--- src/rtl/sata_lpm_pkg.sv ---
package sata_lpm_pkg;
    typedef enum logic [2:0] {
        S_NODEV, S_ACTIVE, S_PARTIAL, S_SLUMBER, S_DEVSLP, S_WAKE
    } lpm_state_t;

    typedef enum logic [1:0] {
        K_PARTIAL = 2'd0,
        K_SLUMBER = 2'd1,
        K_DEVSLP  = 2'd2,
        K_NONE    = 2'd3
    } lp_kind_t;

    localparam logic [3:0] ST_CODE_NODEV   = 4'd0;
    localparam logic [3:0] ST_CODE_ACTIVE  = 4'd1;
    localparam logic [3:0] ST_CODE_PARTIAL = 4'd2;
    localparam logic [3:0] ST_CODE_SLUMBER = 4'd6;
    localparam logic [3:0] ST_CODE_DEVSLP  = 4'd8;
endpackage

--- src/rtl/lpm_idle_timer.sv ---
module lpm_idle_timer #(
    parameter int IDLE_W = 16
) (
    input  logic              clk,
    input  logic              rst_n,
    input  logic              count_en,
    input  logic              clear,
    input  logic [IDLE_W-1:0] limit,
    output logic              hit
);
    logic [IDLE_W-1:0] cnt_q;

    always_ff @(posedge clk or negedge rst_n) begin
        if (!rst_n) begin
            cnt_q <= '0;
        end else if (clear || !count_en) begin
            cnt_q <= '0;
        end else if (cnt_q != {IDLE_W{1'b1}}) begin
            cnt_q <= cnt_q + 1'b1;
        end
    end

    assign hit = count_en && !clear && (cnt_q >= limit);
endmodule

--- src/rtl/lpm_entry_policy.sv ---
module lpm_entry_policy
    import sata_lpm_pkg::*;
(
    input  logic       agg_en,
    input  logic       agg_slumber,
    input  logic       idle_hit,
    input  logic [3:0] ipm_restrict,
    input  logic       dipm_en,
    input  logic       dev_lp_req,
    input  logic [1:0] dev_lp_kind,
    output lp_kind_t   go_kind
);
    logic no_partial, no_slumber, dev_ok, host_ok;
    lp_kind_t host_kind, dev_kind;

    always_comb begin
        no_partial = (ipm_restrict == 4'd1) || (ipm_restrict == 4'd3);
        no_slumber = (ipm_restrict == 4'd2) || (ipm_restrict == 4'd3);
        host_kind  = agg_slumber ? K_SLUMBER : K_PARTIAL;
        host_ok    = agg_en && idle_hit &&
                     !(agg_slumber ? no_slumber : no_partial);
        dev_kind   = lp_kind_t'(dev_lp_kind);
        unique case (dev_kind)
            K_PARTIAL: dev_ok = !no_partial;
            K_SLUMBER: dev_ok = !no_slumber;
            K_DEVSLP:  dev_ok = 1'b1;
            default:   dev_ok = 1'b0;
        endcase
        dev_ok = dev_ok && dipm_en && dev_lp_req;
        if (dev_ok)       go_kind = dev_kind;
        else if (host_ok) go_kind = host_kind;
        else              go_kind = K_NONE;
    end
endmodule

--- src/rtl/lpm_wake_timer.sv ---
module lpm_wake_timer
    import sata_lpm_pkg::*;
#(
    parameter int PARTIAL_LIM = 1000,
    parameter int SLUMBER_LIM = 1000000,
    parameter int DEVSLP_LIM  = 2000000
) (
    input  logic     clk,
    input  logic     rst_n,
    input  logic     waking,
    input  lp_kind_t src,
    input  logic     ready,
    output logic     err
);
    localparam int MAX_LIM = (DEVSLP_LIM > SLUMBER_LIM)
                           ? ((DEVSLP_LIM > PARTIAL_LIM) ? DEVSLP_LIM : PARTIAL_LIM)
                           : ((SLUMBER_LIM > PARTIAL_LIM) ? SLUMBER_LIM : PARTIAL_LIM);
    localparam int CW = $clog2(MAX_LIM + 2);

    logic [CW-1:0] cnt_q;
    logic [CW-1:0] lim;

    always_comb begin
        unique case (src)
            K_PARTIAL: lim = CW'(PARTIAL_LIM);
            K_SLUMBER: lim = CW'(SLUMBER_LIM);
            default:   lim = CW'(DEVSLP_LIM);
        endcase
    end

    always_ff @(posedge clk or negedge rst_n) begin
        if (!rst_n) begin
            cnt_q <= '0;
        end else if (!waking) begin
            cnt_q <= '0;
        end else if (cnt_q <= lim) begin
            cnt_q <= cnt_q + 1'b1;
        end
    end

    assign err = waking && !ready && (cnt_q == lim);
endmodule

--- src/rtl/sata_lpm_ctrl.sv ---
module sata_lpm_ctrl
    import sata_lpm_pkg::*;
#(
    parameter int IDLE_W      = 16,
    parameter int PARTIAL_LIM = 1000,
    parameter int SLUMBER_LIM = 1000000,
    parameter int DEVSLP_LIM  = 2000000
) (
    input  logic              clk,
    input  logic              rst_n,
    input  logic              agg_en,
    input  logic              agg_slumber,
    input  logic [3:0]        ipm_restrict,
    input  logic              dipm_en,
    input  logic [IDLE_W-1:0] idle_limit,
    input  logic              dev_present,
    input  logic              port_idle,
    input  logic              new_cmd,
    input  logic              dev_lp_req,
    input  logic [1:0]        dev_lp_kind,
    input  logic              dev_wake,
    input  logic              phy_ready,
    output logic [1:0]        phy_mode,
    output logic [3:0]        status_ipm,
    output logic              wake_err
);
    lpm_state_t state_q, state_d;
    lp_kind_t   src_q, src_d, go_kind;
    logic       idle_hit, in_active, in_wake;

    assign in_active = (state_q == S_ACTIVE);
    assign in_wake   = (state_q == S_WAKE);

    lpm_idle_timer #(.IDLE_W(IDLE_W)) u_idle (
        .clk      (clk),
        .rst_n    (rst_n),
        .count_en (in_active && port_idle && agg_en),
        .clear    (new_cmd),
        .limit    (idle_limit),
        .hit      (idle_hit)
    );

    lpm_entry_policy u_policy (
        .agg_en       (agg_en),
        .agg_slumber  (agg_slumber),
        .idle_hit     (idle_hit),
        .ipm_restrict (ipm_restrict),
        .dipm_en      (dipm_en),
        .dev_lp_req   (dev_lp_req),
        .dev_lp_kind  (dev_lp_kind),
        .go_kind      (go_kind)
    );

    lpm_wake_timer #(
        .PARTIAL_LIM (PARTIAL_LIM),
        .SLUMBER_LIM (SLUMBER_LIM),
        .DEVSLP_LIM  (DEVSLP_LIM)
    ) u_wake (
        .clk    (clk),
        .rst_n  (rst_n),
        .waking (in_wake),
        .src    (src_q),
        .ready  (phy_ready),
        .err    (wake_err)
    );

    // next-state logic
    always_comb begin
        state_d = state_q;
        src_d   = src_q;
        if (!dev_present) begin
            state_d = S_NODEV;                       // T_DETACH
        end else begin
            unique case (state_q)
                S_NODEV: state_d = S_ACTIVE;          // T_ATTACH
                S_ACTIVE: begin
                    if (!new_cmd) begin
                        unique case (go_kind)         // T_HOST_ENTER / T_DEV_ENTER
                            K_PARTIAL: state_d = S_PARTIAL;
                            K_SLUMBER: state_d = S_SLUMBER;
                            K_DEVSLP:  state_d = S_DEVSLP;
                            default:   state_d = S_ACTIVE;
                        endcase
                    end
                end
                S_PARTIAL, S_SLUMBER, S_DEVSLP: begin
                    if (new_cmd || dev_wake) begin    // T_EXIT
                        state_d = S_WAKE;
                        src_d   = (state_q == S_PARTIAL) ? K_PARTIAL :
                                  (state_q == S_SLUMBER) ? K_SLUMBER : K_DEVSLP;
                    end
                end
                S_WAKE: if (phy_ready) state_d = S_ACTIVE; // T_READY
                default: state_d = S_NODEV;
            endcase
        end
    end

    always_ff @(posedge clk or negedge rst_n) begin
        if (!rst_n) begin
            state_q <= S_NODEV;
            src_q   <= K_PARTIAL;
        end else begin
            state_q <= state_d;
            src_q   <= src_d;
        end
    end

    // outputs
    always_comb begin
        phy_mode   = 2'd0;
        status_ipm = ST_CODE_NODEV;
        unique case (state_q)
            S_NODEV:   status_ipm = ST_CODE_NODEV;
            S_ACTIVE:  status_ipm = ST_CODE_ACTIVE;
            S_PARTIAL: begin phy_mode = 2'd1; status_ipm = ST_CODE_PARTIAL; end
            S_SLUMBER: begin phy_mode = 2'd2; status_ipm = ST_CODE_SLUMBER; end
            S_DEVSLP:  begin phy_mode = 2'd3; status_ipm = ST_CODE_DEVSLP;  end
            S_WAKE: begin
                unique case (src_q)
                    K_PARTIAL: status_ipm = ST_CODE_PARTIAL;
                    K_SLUMBER: status_ipm = ST_CODE_SLUMBER;
                    default:   status_ipm = ST_CODE_DEVSLP;
                endcase
            end
            default: status_ipm = ST_CODE_NODEV;
        endcase
    end
endmodule

--- config.mk ---
export PLATFORM = sky130hd
export DESIGN_NAME = sata_lpm_ctrl
export DESIGN_NICKNAME = d
export VERILOG_FILES = /design/src/rtl/sata_lpm_pkg.sv /design/src/rtl/lpm_idle_timer.sv /design/src/rtl/lpm_entry_policy.sv /design/src/rtl/lpm_wake_timer.sv /design/src/rtl/sata_lpm_ctrl.sv
export SDC_FILE = /design/constraint.sdc
export NUM_CORES = 1
export LEC_CHECK = 0
export BUFFER_PORTS_ARGS = -buffer_cell sky130_fd_sc_hd__buf_2
export CORE_UTILIZATION = 64
export DETAILED_ROUTE_END_ITERATION = 12
export GPL_ROUTABILITY_DRIVEN = 0
export PLACE_DENSITY = 0.92
export SLEW_MARGIN = 20
export SYNTH_ARGS = -nofsm -noshare
export SYNTH_HDL_FRONTEND = slang
export SYNTH_SLANG_ARGS = --single-unit
--- constraint.sdc ---
create_clock -name clk -period 4.8 [get_ports clk]
set_input_delay 0.48 -clock clk [delete_from_list [all_inputs] [get_ports clk]]
set_output_delay 0.48 -clock clk [all_outputs]
set_load 0.005 [all_outputs]
-- After elaboration in Yosys (flattened, before gate mapping)
Cells that the tools add are included.
- add/sub/neg operators: 2
- order comparisons: 2
- equal/unequal tests: 19
- muxes and demuxes: 21
- reductions and logical operators: 28
- operator list (cell ; number):
    2-to-1 mux 21 bit ; 2
    one-hot mux 21 bit (2 select lines) ; 1
    2-to-1 mux 16 bit ; 2
    adder 21 x 1 -> 21 bit (second input constant) ; 1
    equality test 21 bit ; 1
    less-or-equal comparator 21 bit ; 1
    one-hot mux 4 bit (5 select lines) ; 1
    adder 16 x 1 -> 16 bit (second input constant) ; 1
    >= comparator 16 bit ; 1
    != test 16 bit (second input constant) ; 1
    2-to-1 mux 3 bit ; 4
    one-hot mux 3 bit (4 select lines) ; 1
    logical AND 1 bit ; 10
    != test 3 bit (second input constant) ; 3
    one-hot mux 3 bit (3 select lines) ; 1
    equality test 4 x 2 -> 1 bit (second input constant) ; 2
    2-to-1 mux 2 bit ; 4
    one-hot mux 4 bit (2 select lines) ; 1
    equality test 2 x 1 -> 1 bit (second input constant) ; 3
    equality test 3 x 2 -> 1 bit (second input constant) ; 2
    equality test 3 bit (second input constant) ; 2
    zero test 1 bit ; 6
    zero test 2 bit ; 3
    one-hot mux 2 bit (3 select lines) ; 1
    other kinds (11) ; 17
- register bits after elaboration: 42
- output and inout port bits: 7
- logic and storage cells: 76

-- Depth between registers and ports, before layout
- word-level depth: 14
- depth in mapped cells: 12
- mapped depth without buffers: 10

-- By module
A second synthesis with hierarchy kept.
- cell total of the unflattened synthesis: 406
- area total of the unflattened synthesis: 3420.8 sq um
- modules (own cells, without submodules) (module ; times used ; cells an instance ; area an instance (sq um) ; seq. area each (sq um)):
    lpm_wake_timer ; 1 ; 182 ; 1575.3 ; 525.5
    lpm_idle_timer ; 1 ; 160 ; 1322.5 ; 400.4
    sata_lpm_ctrl ; 1 ; 50 ; 417.9 ; 125.1
    lpm_entry_policy ; 1 ; 14 ; 105.1 ; 0.0

-- Least setup slack after synthesis
Ideal clock, no wire load.
- path type: register to register
- from: reg src_q[1]
- to: reg u_wake.cnt_q[16]
- setup time: 121 ps
- data arrival time: 2250 ps
- setup slack: 2429 ps
- stages on the path, launching flop included: 11
- period minus slack after synthesis: 2371 ps
- cells stage by stage: dfrtp_1 > inv_1 > nand2_1 > ha_1 > a21o_1 > a221o_1 > a21oi_1 > o21ai_2 > buf_2 > a22o_1 > a22o_1
- longest elaborated chain between the ends: 4
- RTL lines (item ; line ; RTL):
    start, declared ; sata_lpm_ctrl.sv:28 ; lp_kind_t src_q, src_d, go_kind;
    start signal, assigned ; sata_lpm_ctrl.sv:105 ; src_q <= src_d;
    equality test 2 x 1 -> 1 bit / zero test 2 bit (equally long branches) ; lpm_wake_timer.sv:24 ; unique case (src)
    one-hot mux 21 bit (2 select lines) * ; lpm_wake_timer.sv:24 ;
    less-or-equal comparator 21 bit * ; lpm_wake_timer.sv:36 ; end else if (cnt_q <= lim) begin
    != test 2 bit (no source line) * ; -- ;
    end signal, assigned ; lpm_wake_timer.sv:37 ; cnt_q <= cnt_q + 1'b1;
    end, declared ; lpm_wake_timer.sv:20 ; logic [CW-1:0] cnt_q;
Every way passes the cells marked *; elsewhere a longest branch is shown, timed or not.
A chain may end at the register's enable or synchronous reset.

-- Worst setup path after layout
- from: reg src_q[1]
- to: reg u_wake.cnt_q[4]
The elaborated chain is that of the path after synthesis.

==> run_results.csv <==
group,metric,value,unit
status,status,"complete, no violations",
global_routing,grt_pass1_wl,12880,um
clock_network,worstSkewPairLatency,300,ps
synth,yosysUniqueCellTypes,59,
synth,ys_warn_count,0,
synth,netlist_top_cells_count,"dfrtp_1 (42), nand2_1 (40), ha_1 (33), inv_1 (30), nor2_1 (30)",
synth,ys_top_cells_by_area,"dfrtp_1 (31%), ha_1 (12%), nand2_1 (4.5%), a21oi_1 (4.2%), nand3_1 (3.7%)",
synth,synth_top_area_share,31.41,%
detailed_routing,first_pass_iters,5,
detailed_routing,wl_per_cell,15.26,um
detailed_routing,first_iter_violations,278,
final_layout,final_area,3667,um2
global_routing,grt_start_max_net_pins,43,
floorplan,core.rowCount,25,
worst_setup_path,max_stage_delay,850,ps
clock_network,path_clk_slew,80,ps
synth,yosysSeqAreaShare,31.41,%
global_routing,globalRouteTotalUtil,29.97,%
worst_setup_path,worstPathMaxFanout,30,
worst_setup_path,cp_slowest_cell,"o21ai_2",
pwr,cellPowerDensity,189.8,nW/um2
synth,avgSynthCellArea,8.557,um2
synth,synth_seq_cells,42,
sta,period_share,66.04,%
final_layout,layout.nets,490,
worst_setup_path,worstSetupEndpointType,"flop",
pwr,p_leak,1.707,nW
synth,syn_area,3346,um2
final_layout,antennaDiodeCount,0,
worst_setup_path,crit_start,"src_q[1]",
global_routing,antenna_found_initial,0,
sta,worst_slew_pin_slew,1056,ps
floorplan,start_util,68.56,%
detailed_routing,drc_errors,0,
pwr,pwr-share-comb,8.8,%
detailed_routing,drt-total-wl,7506,um
synth,synth.net_count,457,
floorplan,die_x,74.30,um
clock_network,cts.sinks,42,
worst_setup_path,r2r-start,"src_q[1]",
sta,slew_headroom,29.57,%
clock_network,cts.repair.resized,0,
worst_setup_path,critical_path_required,4990,ps
pwr,p_clk_share,39.5,%
clock_network,cts_hold_buf,0,
placed_design,place_hpwl,5483,um
sta,fmax,315.5,MHz
global_routing,grt_pass1_vias,3009,
worst_setup_path,path_cells,"inv_1 -> nand2_1 -> ha_1 -> and2_0 -> nand4_4 -> o21ai_2 -> a21oi_1 -> a22o_1",
synth,synth.most_common_cell,"dfrtp_1",
floorplan,die_y,74.30,um
flow_run,maxCapViolations,0,
global_routing,globalRoute.totalOverflow,0,
pwr,seqPwrFrac,51.7,%
sta,timing.final.hold_violations,0,
worst_setup_path,cp.arrival,3360,ps
synth,yosys.area.top_type,"dfrtp_1",
floorplan,io_pins,40,
worst_setup_path,worstSetupPathType,"reg -> reg",
sta,setup_violations,0,
synth,syn_inst,391,
sta,clock-skew-final,5.892,ps
placed_design,port_buffers,39,
pwr,p_sw_share,23.33,%
placed_design,dpl_cell_area,3553,um2
clock_network,clock_path_buffers,2,
detailed_routing,routed_via_density,6.321,
clock_network,htree_levels,2,
sta,period_minus_slack,3170,ps
sta,grt_setup_unrepaired,"no",
worst_setup_path,r2r_cells,8,
final_layout,area_delta_synth_final,9.611,%
synth,synth-edff-count,0,
floorplan,die_area,5520,um2
floorplan,core,4880,um2
clock_network,tritoncts,"done",
sta,fin_setup_tns,0,ps
detailed_routing,vias,3110,
clock_network,post_cts_buffers,0,
clock_network,cts_buffers,5,
pwr,internal_power,0.5337,mW
synth,synth_ff_type,"dfrtp_1",
synth,synth-async-reset-ratio,100.0,%
final_layout,drive_gt1_share,14.35,%
clock_network,clockRootBuffer,"clkbuf_8",
pwr,vdd_ir_drop_max,0.0001832,V
worst_setup_path,worstSetupStartpointType,"flop",
sta,slew_viol_final,0,
pwr,p_switching,0.1624,mW
detailed_routing,antenna_left,0,
min_path,hold_class,"in -> async",
[placed cells by master (no fill, tap or decap), drive strengths merged, types with 8 or more instances in the layout]
cell,instances
a22o,9
o21ai,26
nand4,11
a2111o,8
ha,33
a21oi,28
nand3,25
buf,40
dfrtp,42
nor2,31
nand2,40
inv,30
[metal layers]
layer | global-route usage, % | vias up | wire length, um
li1 | - | 1488 | -
met2 | 50.91 | 136 | 3580
met5 | 0 | - | 0
met3 | 5.962 | 12 | 605
met4 | 9.853 | 0 | 92
met1 | 38.45 | 1474 | 3228
[final timing paths]
kind	end	slack, ps
max reg2reg	u_wake.cnt_q[4]	1630
min in group clk	state_q[2]	440
min	u_idle.cnt_q[12]	300
max in group asynchronous	u_wake.cnt_q[14]	3940
min reg2reg	u_idle.cnt_q[12]	520
max	u_wake.cnt_q[4]	1630
[worst max-delay path: cells and delay by family (launching register included)]
family | cells | cell delay [ps]
buf+inv | 1 | 190
compound gates | 3 | 1530
flops | 1 | 450
simple gates | 3 | 550
fa+ha+maj | 1 | 330
[power by group through the flow]
| stage | Clock [mW] | Combinational, mW | Sequential (mW) |
|---|---|---|---|
| after floorplan | 0 | 0.0350 | 0.364 |
| after global placement | 0 | 0.0587 | 0.367 |
| after detailed placement | 0 | 0.0614 | 0.367 |
| after CTS | 0.281 | 0.0618 | 0.360 |
| after global routing | 0.293 | 0.0713 | 0.360 |
| final | 0.275 | 0.0613 | 0.360 |
[final cells by class]
| cell class | count | area [um2] |
|---|---|---|
| Fill cell | 364 | 1212 |
| Clock buffer | 5 | 68.82 |
| Clock inverter | 3 | 40.04 |
| Inverter | 30 | 112.6 |
| Multi-Input combinational cell | 305 | 2108 |
| Sequential cell | 42 | 1051 |
| Timing Repair Buffer | 40 | 202.7 |
| Tap cell | 67 | 83.83 |
[per-stage QoR]
stage	instances	worst slack [ps]	hold slack [ps]	total power, mW	util (%)
6_report	492	1630	301.3	0.6962	75.15
4_1_cts	492	1613	343.9	0.7025	75.05
5_1_grt	492	1442	389.8	0.7244	75.15
2_1_floorplan	391	2429	184.4	0.3986	-
3_3_place_gp	484	1806	502.1	0.4253	72.82
3_5_place_dp	484	1637	516.6	0.4282	72.82
[cell families after synthesis]
family                     after synthesis  synth area share [%]
AOI/OAI and AO/OA                      110                 22.85
xor gates and xnor gates                 9                 2.356
adders and majority gates               33                 12.34
buffers and inverters                   44                 5.722
DFF                                     42                 31.41
muxes                                    7                 2.132
and+or+nand+nor                        146                 23.19
[state kept, by name (all words and copies together), names as in the netlist]
register,flops
u_wake.cnt_q,21
u_idle.cnt_q,16
state_q,3
src_q,2
No activity file was read; power rests on OpenSTA's default activity.
